### config.mk
export PLATFORM = sky130hd
export DESIGN_NAME = enc_pos_extender
export DESIGN_NICKNAME = d
export VERILOG_FILES = /design/src/rtl/enc_ext_pkg.sv /design/src/rtl/enc_byte_asm.sv /design/src/rtl/enc_delta_ext.sv /design/src/rtl/enc_hist.sv /design/src/rtl/enc_pos_extender.sv
export SDC_FILE = /design/constraint.sdc
export NUM_CORES = 1
export LEC_CHECK = 0
export BUFFER_PORTS_ARGS = -buffer_cell sky130_fd_sc_hd__clkbuf_2
export CELL_PAD_IN_SITES_DETAIL_PLACEMENT = 0
export CELL_PAD_IN_SITES_GLOBAL_PLACEMENT = 1
export CORE_MARGIN = 2
export CORE_UTILIZATION = 43
export CTS_CLUSTER_DIAMETER = 80
export DETAILED_ROUTE_END_ITERATION = 8
export PLACE_DENSITY_LB_ADDON = 0.1
export SETUP_SLACK_MARGIN = 0.2
export SLEW_MARGIN = 20
export SYNTH_ARGS = -nofsm -noshare
export SYNTH_HDL_FRONTEND = slang
export SYNTH_SLANG_ARGS = --single-unit
export TNS_END_PERCENT = 10
### constraint.sdc
create_clock -name clk -period 7.1 [get_ports clk]
set_input_delay 0.71 -clock clk [delete_from_list [all_inputs] [get_ports clk]]
set_output_delay 0.71 -clock clk [all_outputs]
set_load 0.005 [all_outputs]
### src/rtl/enc_ext_pkg.sv
package enc_ext_pkg;

    // Read sequencer mode of the byte assembler
    typedef enum logic [0:0] {
        ASM_IDLE  = 1'b0,
        ASM_ARMED = 1'b1
    } asm_mode_e;

endpackage

### src/rtl/enc_byte_asm.sv
module enc_byte_asm
    import enc_ext_pkg::*;
#(
    parameter int BYTE_W = 8,
    parameter int NBYTES = 2
) (
    input  logic                       clk,
    input  logic                       rst_n,
    input  logic                       smp_stb,
    input  logic                       byte_vld,
    input  logic [BYTE_W-1:0]          byte_dat,
    output logic [NBYTES*BYTE_W-1:0]   word_o,
    output logic                       word_vld_o
);

    localparam int WORD_W = NBYTES * BYTE_W;
    localparam int HI_N   = NBYTES - 1;
    localparam int IDX_W  = (NBYTES > 1) ? $clog2(NBYTES) : 1;

    typedef struct packed {
        asm_mode_e                     mode;
        logic [IDX_W-1:0]              idx;
        logic [HI_N-1:0][BYTE_W-1:0]   slots;
        logic [WORD_W-1:0]             word;
        logic                          word_vld;
    } asm_st_t;

    asm_st_t st_d, st_q;
    logic [WORD_W-1:0] cat_word;

    // Held upper bytes sit most significant first; the current byte is the lowest
    genvar gi;
    generate
        for (gi = 0; gi < HI_N; gi++) begin : g_hi
            assign cat_word[WORD_W-1-gi*BYTE_W -: BYTE_W] = st_q.slots[gi];
        end
    endgenerate
    assign cat_word[BYTE_W-1:0] = byte_dat;

    always_comb begin
        st_d          = st_q;
        st_d.word_vld = 1'b0;
        if (smp_stb) begin
            st_d.mode = ASM_ARMED;
            st_d.idx  = '0;
        end else if (byte_vld && (st_q.mode == ASM_ARMED)) begin
            if (st_q.idx == IDX_W'(NBYTES - 1)) begin
                st_d.word     = cat_word;
                st_d.word_vld = 1'b1;
                st_d.mode     = ASM_IDLE;
                st_d.idx      = '0;
            end else begin
                for (int i = 0; i < HI_N; i++) begin
                    if (st_q.idx == IDX_W'(i)) begin
                        st_d.slots[i] = byte_dat;
                    end
                end
                st_d.idx = st_q.idx + 1'b1;
            end
        end
    end

    always_ff @(posedge clk) begin
        if (!rst_n) begin
            st_q <= '0;
        end else begin
            st_q <= st_d;
        end
    end

    assign word_o     = st_q.word;
    assign word_vld_o = st_q.word_vld;

endmodule

### src/rtl/enc_delta_ext.sv
module enc_delta_ext #(
    parameter int CNT_W = 16,
    parameter int POS_W = 32
) (
    input  logic [CNT_W-1:0] cnt_i,
    input  logic [POS_W-1:0] pos_prev_i,
    input  logic             ref_done_i,
    output logic [POS_W-1:0] pos_next_o
);

    localparam int EXT_W = POS_W - CNT_W;

    logic [CNT_W-1:0] step;
    logic [POS_W-1:0] step_ext;
    logic [POS_W-1:0] cnt_ext;

    always_comb begin
        step     = cnt_i - pos_prev_i[CNT_W-1:0];
        step_ext = {{EXT_W{step[CNT_W-1]}}, step};
        cnt_ext  = {{EXT_W{cnt_i[CNT_W-1]}}, cnt_i};
        if (ref_done_i) begin
            pos_next_o = pos_prev_i + step_ext;
        end else begin
            pos_next_o = cnt_ext;
        end
    end

endmodule

### src/rtl/enc_hist.sv
module enc_hist #(
    parameter int POS_W = 32
) (
    input  logic             clk,
    input  logic             rst_n,
    input  logic             load_i,
    input  logic [POS_W-1:0] pos_i,
    output logic [POS_W-1:0] cur_o,
    output logic [POS_W-1:0] prev1_o,
    output logic [POS_W-1:0] prev2_o,
    output logic [POS_W-1:0] vel_o,
    output logic             vld_o,
    output logic             ref_done_o
);

    typedef struct packed {
        logic [POS_W-1:0] cur;
        logic [POS_W-1:0] prev1;
        logic [POS_W-1:0] prev2;
        logic [POS_W-1:0] vel;
        logic             vld;
        logic             ref_done;
    } hist_st_t;

    hist_st_t st_d, st_q;

    always_comb begin
        st_d     = st_q;
        st_d.vld = 1'b0;
        if (load_i) begin
            st_d.vld = 1'b1;
            if (!st_q.ref_done) begin
                st_d.cur      = pos_i;
                st_d.prev1    = pos_i;
                st_d.prev2    = pos_i;
                st_d.vel      = '0;
                st_d.ref_done = 1'b1;
            end else begin
                // Difference taken against the entry that becomes x(n-2)
                st_d.vel   = pos_i - st_q.prev1;
                st_d.prev2 = st_q.prev1;
                st_d.prev1 = st_q.cur;
                st_d.cur   = pos_i;
            end
        end
    end

    always_ff @(posedge clk) begin
        if (!rst_n) begin
            st_q <= '0;
        end else begin
            st_q <= st_d;
        end
    end

    assign cur_o      = st_q.cur;
    assign prev1_o    = st_q.prev1;
    assign prev2_o    = st_q.prev2;
    assign vel_o      = st_q.vel;
    assign vld_o      = st_q.vld;
    assign ref_done_o = st_q.ref_done;

endmodule

### src/rtl/enc_pos_extender.sv
module enc_pos_extender #(
    parameter int CNT_W  = 16,
    parameter int BYTE_W = 8,
    parameter int POS_W  = 32
) (
    input  logic              clk,
    input  logic              rst_n,
    input  logic              smp_stb,
    input  logic              byte_vld,
    input  logic [BYTE_W-1:0] byte_dat,
    output logic [POS_W-1:0]  pos_cur,
    output logic [POS_W-1:0]  pos_prev1,
    output logic [POS_W-1:0]  pos_prev2,
    output logic [POS_W-1:0]  vel,
    output logic              upd_vld
);

    localparam int NBYTES = CNT_W / BYTE_W;

    logic [CNT_W-1:0] cnt_word;
    logic             cnt_vld;
    logic [POS_W-1:0] pos_next;
    logic             ref_done;

    enc_byte_asm #(
        .BYTE_W (BYTE_W),
        .NBYTES (NBYTES)
    ) u_asm (
        .clk        (clk),
        .rst_n      (rst_n),
        .smp_stb    (smp_stb),
        .byte_vld   (byte_vld),
        .byte_dat   (byte_dat),
        .word_o     (cnt_word),
        .word_vld_o (cnt_vld)
    );

    enc_delta_ext #(
        .CNT_W (CNT_W),
        .POS_W (POS_W)
    ) u_delta (
        .cnt_i      (cnt_word),
        .pos_prev_i (pos_cur),
        .ref_done_i (ref_done),
        .pos_next_o (pos_next)
    );

    enc_hist #(
        .POS_W (POS_W)
    ) u_hist (
        .clk        (clk),
        .rst_n      (rst_n),
        .load_i     (cnt_vld),
        .pos_i      (pos_next),
        .cur_o      (pos_cur),
        .prev1_o    (pos_prev1),
        .prev2_o    (pos_prev2),
        .vel_o      (vel),
        .vld_o      (upd_vld),
        .ref_done_o (ref_done)
    );

endmodule

==> flow_metrics.env, run 1 <==
export IMPL_path_class="reg -> reg"
export IMPL_setup_viol_count_final=0
export IMPL_synthFlopType="dfxtp_1"
export IMPL_synth_seq_cells=157
export IMPL_num_antenna_cells=0
export IMPL_multiInputGateArea_um2=5860
export IMPL_finish_utilization=0.509
export IMPL_ys_seq_area_frac=0.332
export IMPL_fin_cells=1610
export IMPL_dieArea_um2=23200
export IMPL_start_kind="register"
export IMPL_slowest_stage="fa_1"
export IMPL_synth_cells=1202
export IMPL_grt_pass1_vias=7988
export IMPL_drcViolationCount=0
export IMPL_crit_buf_inv=0
export IMPL_drive_above_1_share=0.162
export IMPL_cts_max_level=4
export IMPL_leakage_uw=0.00530
export IMPL_crit_cells=30
export IMPL_globalplace_congestion=0.869
export IMPL_synthTopCellsByArea="dfxtp_1 (33%), ha_1 (10%), a21oi_1 (8.0%)"
export IMPL_finClkSkew_ps=13.6
export IMPL_fmaxAchievable_mhz=155
export IMPL_clock_latency_ps=430
export IMPL_final_antenna_net_count=0
export IMPL_post_route_period_util=0.907
export IMPL_die_h_um=152
export IMPL_min_from="u_asm.cat_word[10]"
export IMPL_vias=8654
export IMPL_final_net_count=1408
export IMPL_powerDensity_nw_per_um2=180
export IMPL_area_growth_pct=16.9
export IMPL_grt_met1_usage=0.384
export IMPL_hold_viol_final=0
export IMPL_yosys_warnings=0
export IMPL_worstHoldPathCells=2
export IMPL_grt_pass1_wl_um=44500
export IMPL_fin_hold_ws_ps=452
export IMPL_post_place_cells=1578
export IMPL_drt_iter0_markers=567
export IMPL_grtUsageMet2=0.327
export IMPL_busiest_layer="met1"
export IMPL_reg2reg_setup_slack_ps=660
export IMPL_syn_area_um2=9470
export IMPL_grt_use_met3=0.0384
export IMPL_yosysTopAreaCellShare=0.332
export IMPL_min_period_ps=6440
export IMPL_fp_dieW_um=152
export IMPL_firstDrtPassIters=5
export IMPL_grt_max_degree=75
export IMPL_fin_setup_tns_ps=0
export IMPL_routedWlPerCell_um=17.3
export IMPL_async_flop_share=0
export IMPL_design_portCount=141
export IMPL_peakVddDrop_mv=0.147
export IMPL_rr_worst_depth=30
export IMPL_routed_via_density=5.38
export IMPL_maxSlewHeadroom=0.364
export IMPL_rsz0062_at_grt="false"
export IMPL_syn_nets=1293
export IMPL_port_buffers=140
export IMPL_cts_buffers=17
export IMPL_crit_fanout=6
export IMPL_status="finished clean"
export IMPL_cp_arrival_ps=6760
export IMPL_min_to="u_asm.word_o[10]"
export IMPL_place_hpwl_um=20700
export IMPL_ctsHoldBuffers=0
export IMPL_cts_tree="built"
export IMPL_min_path_type="reg -> reg"
export IMPL_cts_resized=0
export IMPL_root_buffer="clkbuf_16"
export IMPL_fillers=2244
export IMPL_cts_path_max_buffers=2
export IMPL_cp_common_cell="o21ai_0"
export IMPL_max_cap_viol_count=0
export IMPL_rows=54
export IMPL_ys_types=74
export IMPL_clock_sinks=157
export IMPL_overflow=0
export IMPL_crit_family="compound AO/OA/AOI/OAI gates"
export IMPL_slew_violations=0
export IMPL_cpPeakStageDelay_ps=470
export IMPL_r2r_start="u_hist.cur_o[0]"
export IMPL_wl_um=27800
export IMPL_timing_rr_end="u_hist.vel_o[27]"
export IMPL_design_area_um2=11100
export IMPL_clkTransAtPathRegs_ps=70
export IMPL_tightest_slew_ps=951
export IMPL_synth_edf_count=0
export IMPL_initial_core_util=0.435
export IMPL_syn_avg_cell_area_um2=7.88
export IMPL_grt_use_total=0.238
export IMPL_grt_antenna_before_repair=0
export IMPL_yosysTopAreaCell="dfxtp_1"
export IMPL_end_kind="register"
export IMPL_core_area_um2=21800
export IMPL_required_ps=7420
export IMPL_regArea_um2=3150
export IMPL_postCtsSetupBuffers=0
export IMPL_place_area_um2=10400
==> cell families (layout without fill, tap and decap cells) <==
family	after synthesis	in the layout	synth area share
AOI/OAI and AO/OA	421	421	0.276
muxes	16	16	0.0169
DFF	157	157	0.332
xor gates and xnor gates	69	69	0.0638
buffers and inverters	134	262	0.0567
and+or+nand+nor	326	326	0.149
adders and majority gates	79	79	0.107
==> state kept, by name (all words and copies together), names as in the netlist, 2 cells and up <==
name,count
u_hist.prev2_o,32
u_asm.cat_word,8
u_hist.cur_o,32
u_asm.word_o,16
u_asm.st_q,2
u_hist.vel_o,32
u_hist.prev1_o,32
==> metal layers <==
layer / share of wire / up-vias / routed length [um]
li1: - / 4419 / -
met3: 0.044 / 18 / 1230
met4: 0.0094 / 0 / 263
met1: 0.56 / 4021 / 15500
met2: 0.39 / 196 / 10800
met5: 0 / - / 0
==> power by group <==
part           switching [uW]  total, uW  internal, uW  leakage (uW)
logic                    48.0       76.6          28.5       0.00371
registers                2.20        885           883       0.00127
clock network             399       1030           630      0.000315
total                     449       1990          1540       0.00530
==> layout by cell type, fill, tap and decap left out, types with 7 or more instances in the layout <==
master / count
nor2_1: 84
nand2_1: 162
o21ai_1: 9
o31ai_1: 7
inv_1: 79
nand2b_1: 11
and3_1: 7
ha_1: 74
clkbuf_2: 140
o21ai_0: 105
clkbuf_16: 17
nand3_1: 10
nor2b_1: 20
a21o_1: 64
buf_4: 10
nor3_1: 11
mux2i_1: 16
xor2_1: 23
o21bai_1: 10
a31oi_1: 13
o21a_1: 7
dfxtp_1: 155
xnor2_1: 46
a21oi_1: 150
==> layout make-up <==
cell class,instances,area share
timing repair buffer,150,0.0700
sequential,157,0.284
inverter,80,0.0271
clock inverter,12,0.0190
clock buffer,20,0.0394
tap,280,0.0316
multi-input combinational,911,0.529
==> metrics by stage <==
step | setup WS, ps | power (uW)
finish | 658 | 1990
floorplan | 947 | 960
detailed placement | 525 | 981
CTS | 474 | 2010
global placement | 746 | 981
global route | 96.5 | 2050
==> worst register-to-register path, delay by kind of cell, from the launching register on <==
kind	cells	cell delay, ps
fa+ha+maj	4	1490
compound gates	19	3680
flops	1	360
xor+xnor	2	230
simple gates	5	580
==> synthesized netlist by cell type, types with 3 or more instances <==
| cell | number |
|---|---|
| a31oi_1 | 13 |
| and3_1 | 7 |
| a211oi_1 | 5 |
| ha_1 | 76 |
| fa_1 | 3 |
| a311oi_1 | 5 |
| xnor2_1 | 46 |
| nand2_1 | 162 |
| a21oi_1 | 152 |
| inv_1 | 79 |
| o21ai_0 | 106 |
| nor3_1 | 11 |
| clkbuf_1 | 43 |
| a21o_1 | 64 |
| nor2b_1 | 20 |
| o21a_1 | 7 |
| o21ai_2 | 3 |
| mux2i_1 | 16 |
| nand4_1 | 5 |
| nand2b_1 | 11 |
| o31ai_1 | 8 |
| nor2_1 | 85 |
| o21ai_1 | 9 |
| dfxtp_1 | 157 |
| nand3_1 | 10 |
| and2_1 | 3 |
| buf_1 | 7 |
| xor2_1 | 23 |
| a21boi_0 | 5 |
| o21bai_1 | 10 |
==> worst max-delay path by stage <==
stage	startpoint	endpoint	slack [ps]
2_1_floorplan	u_hist.cur_o[1]	u_hist.vel_o[31]	950
3_3_place_gp	u_hist.cur_o[0]	u_hist.vel_o[29]	750
3_5_place_dp	u_hist.cur_o[0]	u_hist.vel_o[29]	530
4_1_cts	u_hist.cur_o[0]	u_hist.vel_o[29]	470
5_1_grt	u_hist.cur_o[0]	u_hist.vel_o[29]	100
6_report	u_hist.cur_o[0]	u_hist.vel_o[27]	660
No activity file was read; power rests on OpenSTA's default activity.
==> inputs of run 2 (changes only) <==
--- a/config.mk
+++ b/config.mk
@@ -8,11 +8,10 @@
 export BUFFER_PORTS_ARGS = -buffer_cell sky130_fd_sc_hd__clkbuf_2
 export CELL_PAD_IN_SITES_DETAIL_PLACEMENT = 0
 export CELL_PAD_IN_SITES_GLOBAL_PLACEMENT = 1
-export CORE_MARGIN = 2
 export CORE_UTILIZATION = 43
 export CTS_CLUSTER_DIAMETER = 80
 export DETAILED_ROUTE_END_ITERATION = 8
-export PLACE_DENSITY_LB_ADDON = 0.1
+export PLACE_DENSITY_LB_ADDON = 0.08
 export SETUP_SLACK_MARGIN = 0.2
 export SLEW_MARGIN = 20
 export SYNTH_ARGS = -nofsm -noshare
==> run 2 against run 1 <==
  * Count of clock-buffer cells in the layout increased by 2
  * Worst hold slack got worse by 3.2 ps
  * First-iteration DRC count decreased by 2.8%
  * Die area decreased by 2.6%
  * Largest cell class unchanged
  * Maximum frequency decreased by 0.58%
  * Clock power decreased by 17%
  * Non-clock buffer count decreased by 1
  * Combinational power decreased by 1%
==> flow_metrics.env, run 2 (same netlist as run 1, synthesis figures left out) <==
export IMPL_cp_common_cell="o21ai_0"
export IMPL_cts_tree="built"
export IMPL_clkPwrFrac=0.473
export IMPL_crit_fanout=6
export IMPL_r2r_start="u_hist.cur_o[0]"
export IMPL_die_h_um=150
export IMPL_root_buffer="clkbuf_16"
export IMPL_core_area_um2=21300
export IMPL_num_antenna_cells=0
export IMPL_power_uw=1820
export IMPL_final_cell_mix="nand2_1 (162), dfxtp_1 (155), a21oi_1 (151)"
export IMPL_end_kind="register"
export IMPL_routed_via_density=5.36
export IMPL_start_kind="register"
export IMPL_slew_violations=0
export IMPL_cts_path_max_buffers=2
export IMPL_overflow=0
export IMPL_cpPeakStageDelay_ps=410
export IMPL_rsz0062_at_grt="true"
export IMPL_final_common_cell="nand2_1"
export IMPL_clock_latency_ps=430
export IMPL_crit_buf_inv=0
export IMPL_grt_pass1_wl_um=43300
export IMPL_area_growth_pct=15.1
export IMPL_grt_antenna_before_repair=0
export IMPL_firstDrtPassIters=5
export IMPL_status="finished clean"
export IMPL_cp_arrival_ps=6760
export IMPL_vias=8600
export IMPL_initial_core_util=0.445
export IMPL_grt_max_degree=92
export IMPL_min_path_type="reg -> reg"
export IMPL_slowest_stage="dfxtp_1"
export IMPL_combinationalPowerShare=0.042
export IMPL_max_cap_viol_count=0
export IMPL_ctsHoldBuffers=0
export IMPL_final_antenna_net_count=0
export IMPL_cts_max_level=4
export IMPL_drt_iter0_markers=551
export IMPL_p_switching_uw=445
export IMPL_fp_dieW_um=150
export IMPL_internal_power_uw=1380
export IMPL_crit_family="compound AO/OA/AOI/OAI gates"
export IMPL_wl_um=27400
export IMPL_dieArea_um2=22600
export IMPL_min_from="u_hist.vel_o[5]"
export IMPL_tightest_slew_ps=936
export IMPL_drive_above_1_share=0.157
export IMPL_cts_buffers=17
export IMPL_final_net_count=1407
export IMPL_routedWlPerCell_um=17.1
export IMPL_place_hpwl_um=20300
export IMPL_port_buffers=140
export IMPL_swShare=0.244
export IMPL_globalplace_congestion=0.876
export IMPL_clkTransAtPathRegs_ps=70
export IMPL_min_period_ps=6480
export IMPL_path_class="reg -> reg"
export IMPL_hold_viol_final=0
export IMPL_design_portCount=141
export IMPL_required_ps=7380
export IMPL_p_seq_frac=0.486
export IMPL_fin_setup_tns_ps=0
export IMPL_powerDensity_nw_per_um2=167
export IMPL_rows=53
export IMPL_clock_sinks=157
export IMPL_fmaxAchievable_mhz=154
export IMPL_leakage_uw=0.00523
export IMPL_grt_pass1_vias=7754
export IMPL_post_route_period_util=0.913
export IMPL_fillers=2130
export IMPL_cp_startpoint="u_hist.cur_o[0]"
export IMPL_maxSlewHeadroom=0.374
export IMPL_setup_viol_count_final=0
export IMPL_finClkSkew_ps=11.5
export IMPL_fin_hold_ws_ps=449
export IMPL_peakVddDrop_mv=0.153
export IMPL_grt_use_total=0.249
export IMPL_drcViolationCount=0
-- run 2: cell type report --
class                      instances  area (um2)  share of cell area
tap                              275         344              0.0315
timing repair buffer             149         768              0.0704
multi-input combinational        911        5820               0.533
sequential                       157        3150               0.289
inverter                          80         300              0.0275
clock buffer                      22         464              0.0426
clock inverter                    10        66.3             0.00608
-- run 2: final timing paths --
| kind | depth (start not counted) | slack (ps) | endpoint |
|---|---|---|---|
| max | 30 | 620 | u_hist.vel_o[29] |
| min | 2 | 450 | u_hist.vel_o[5] |
| max reg2reg | 30 | 620 | u_hist.vel_o[29] |
| min reg2reg | 2 | 450 | u_hist.vel_o[5] |
-- run 2: power groups by stage --
stage	Combinational, uW	Clock [uW]	Sequential [uW]
after floorplan	55.3	0	905
after detailed placement	75.1	0	905
after CTS	75.4	875	885
final	75.6	860	885
after global routing	84.1	915	885
after global placement	75.1	0	905
-- run 2: worst register-to-register path: cells and delay by family, from the launching register on --
| family | cells | cell delay [ps] |
|---|---|---|
| AO/OA/AOI/OAI | 21 | 4020 |
| adder cells (fa/ha/maj) | 4 | 1290 |
| XOR/XNOR | 2 | 290 |
| flip-flops | 1 | 410 |
| AND/OR/NAND/NOR | 3 | 310 |
-- run 2: per-stage QoR --
step	instance area (um2)	cells	utilization	setup slack, ps
after global routing	10900	1604	0.512	154
final	10900	1604	0.512	620
after CTS	10900	1604	0.512	415
after detailed placement	10400	1572	0.487	527
after global placement	10400	1572	0.487	735
after floorplan	9470	1202	-	947
-- run 2: what timing repair did --
| item | in CTS | in global routing |
|---|---|---|
| gates resized for setup | 0 | 6 |
| setup endpoints to repair | 0 | 10 |
| setup buffers | 0 | 0 |
-- run 2: layer usage --
| layer | track usage | part of all wire | vias to the layer above |
|---|---|---|---|
| li1 | - | - | 4412 |
| met3 | 0.0327 | 0.044 | 25 |
| met2 | 0.328 | 0.38 | 217 |
| met4 | 0.0566 | 0.010 | 0 |
| met5 | 0 | 0 | - |
| met1 | 0.410 | 0.56 | 3946 |
==> inputs of run 3 (changes only) <==
==> constraint.sdc (replaced) <==
create_clock -name clk -period 7.35 [get_ports clk]
set_input_delay 0.735 -clock clk [delete_from_list [all_inputs] [get_ports clk]]
set_output_delay 0.735 -clock clk [all_outputs]
set_load 0.005 [all_outputs]
==> run 3 against run 2 <==
  * Setup slack better by 280 ps
  * Via count up 0.31%
  * Sequential cell count unchanged
  * Utilization up 0.24 points
  * Clock skew down 0.95 ps
  * Critical path type unchanged
  * Critical endpoint unchanged
  * Highest routed layer unchanged
==> flow_metrics.env, run 3 (same netlist as run 1, synthesis figures left out) <==
export IMPL_status="finished clean"
export IMPL_ctsHoldBuffers=0
export IMPL_cts_tree="built"
export IMPL_dieArea_um2=22600
export IMPL_required_ps=7630
export IMPL_place_hpwl_um=20300
export IMPL_worstHoldPathCells=2
export IMPL_initial_core_util=0.445
export IMPL_cpPeakStageDelay_ps=470
export IMPL_fp_dieW_um=150
export IMPL_min_path_type="reg -> reg"
export IMPL_crit_fanout=6
export IMPL_multiInputGateArea_um2=5810
export IMPL_min_period_ps=6450
export IMPL_cts_path_max_buffers=2
export IMPL_maxSlewHeadroom=0.371
export IMPL_crit_buf_inv=0
export IMPL_num_antenna_cells=0
export IMPL_cts_buffers=17
export IMPL_globalplace_congestion=0.878
export IMPL_grt_antenna_before_repair=0
export IMPL_final_net_count=1407
export IMPL_clkTransAtPathRegs_ps=60
export IMPL_rr_worst_depth=30
export IMPL_routed_via_density=5.38
export IMPL_cp_arrival_ps=6730
export IMPL_cp_common_cell="o21ai_0"
export IMPL_finClkSkew_ps=10.5
export IMPL_die_h_um=150
export IMPL_regArea_um2=3150
export IMPL_routedWlPerCell_um=17.0
export IMPL_drt_iter0_markers=552
export IMPL_clock_latency_ps=430
export IMPL_powerDensity_nw_per_um2=167
export IMPL_design_area_um2=11000
export IMPL_port_buffers=140
export IMPL_clock_sinks=157
export IMPL_overflow=0
export IMPL_final_common_cell="nand2_1"
export IMPL_core_area_um2=21300
export IMPL_vias=8627
export IMPL_design_portCount=141
export IMPL_slew_violations=0
export IMPL_fin_setup_tns_ps=0
export IMPL_grt_max_degree=92
export IMPL_rows=53
export IMPL_setup_viol_count_final=0
export IMPL_crit_cells=30
export IMPL_crit_family="compound AO/OA/AOI/OAI gates"
export IMPL_wl_um=27300
export IMPL_area_growth_pct=15.7
export IMPL_fmaxAchievable_mhz=155
export IMPL_final_antenna_net_count=0
export IMPL_firstDrtPassIters=5
export IMPL_postCtsSetupBuffers=0
export IMPL_post_route_period_util=0.877
export IMPL_path_class="reg -> reg"
export IMPL_leakage_uw=0.00525
export IMPL_drive_above_1_share=0.155
export IMPL_final_cell_mix="nand2_1 (162), dfxtp_1 (155), a21oi_1 (151)"
export IMPL_rsz0062_at_grt="false"
export IMPL_max_cap_viol_count=0
export IMPL_end_kind="register"
export IMPL_cts_max_level=4
export IMPL_grt_pass1_vias=7697
export IMPL_power_uw=1830
export IMPL_fillers=2155
export IMPL_tightest_slew_ps=943
export IMPL_post_place_cells=1572
export IMPL_hold_viol_final=0
export IMPL_grt_pass1_wl_um=42500
export IMPL_drcViolationCount=0
export IMPL_place_area_um2=10400
export IMPL_fin_cells=1603
export IMPL_start_kind="register"
export IMPL_slowest_stage="fa_1"
export IMPL_root_buffer="clkbuf_16"
export IMPL_grt_use_total=0.245
export IMPL_peakVddDrop_mv=0.152
[run 3: worst paths after layout]
kind / start / end / slack, ps
worst min register to register: u_hist.vel_o[25] / u_hist.vel_o[25] / 450
worst max register to register: u_hist.cur_o[0] / u_hist.vel_o[29] / 900
worst min-delay path: u_hist.vel_o[25] / u_hist.vel_o[25] / 450
worst max-delay path: u_hist.cur_o[0] / u_hist.vel_o[29] / 900
[run 3: what timing repair did]
action	in CTS	in global routing
resized for setup	0	3
setup endpoints to repair	0	4
endpoints found under the hold margin	0	0
[run 3: report_power, final]
| group | switching, uW | internal, uW | total [uW] |
|---|---|---|---|
| combinational | 45.5 | 27.0 | 72.5 |
| clock | 364 | 542 | 907 |
| sequential | 2.02 | 853 | 855 |
| total | 412 | 1420 | 1830 |
[run 3: layout make-up]
cell class / count / share of cell area
clock inverters: 10 / 0.0124
well taps: 275 / 0.0314
multi-input cells: 911 / 0.530
clock buffers: 21 / 0.0411
repair buffers: 149 / 0.0701
flip-flops and latches: 157 / 0.287
inverters: 80 / 0.0274
[run 3: worst register-to-register path, delay by kind of cell, from the launching register on]
| kind | cells | cell delay, ps |
|---|---|---|
| AOI/OAI and AO/OA | 21 | 3880 |
| adders and majority gates | 4 | 1450 |
| DFF | 1 | 360 |
| xor gates and xnor gates | 2 | 310 |
| and+or+nand+nor | 3 | 310 |
[run 3: through the flow]
stage | setup slack [ps] | hold WS [ps] | utilization
3_3_place_gp | 986 | 433 | 0.487
2_1_floorplan | 1200 | 431 | -
4_1_cts | 777 | 454 | 0.515
3_5_place_dp | 819 | 440 | 0.487
5_1_grt | 250 | 467 | 0.515
6_report | 903 | 450 | 0.515
[run 3: layer usage]
metal | GRT usage | routed length [um] | vias up
met3 | 0.0394 | 1500 | 16
met5 | 0 | 0 | -
met4 | 0.0515 | 261 | 0
met2 | 0.326 | 10500 | 221
met1 | 0.398 | 15000 | 3948
li1 | - | - | 4442
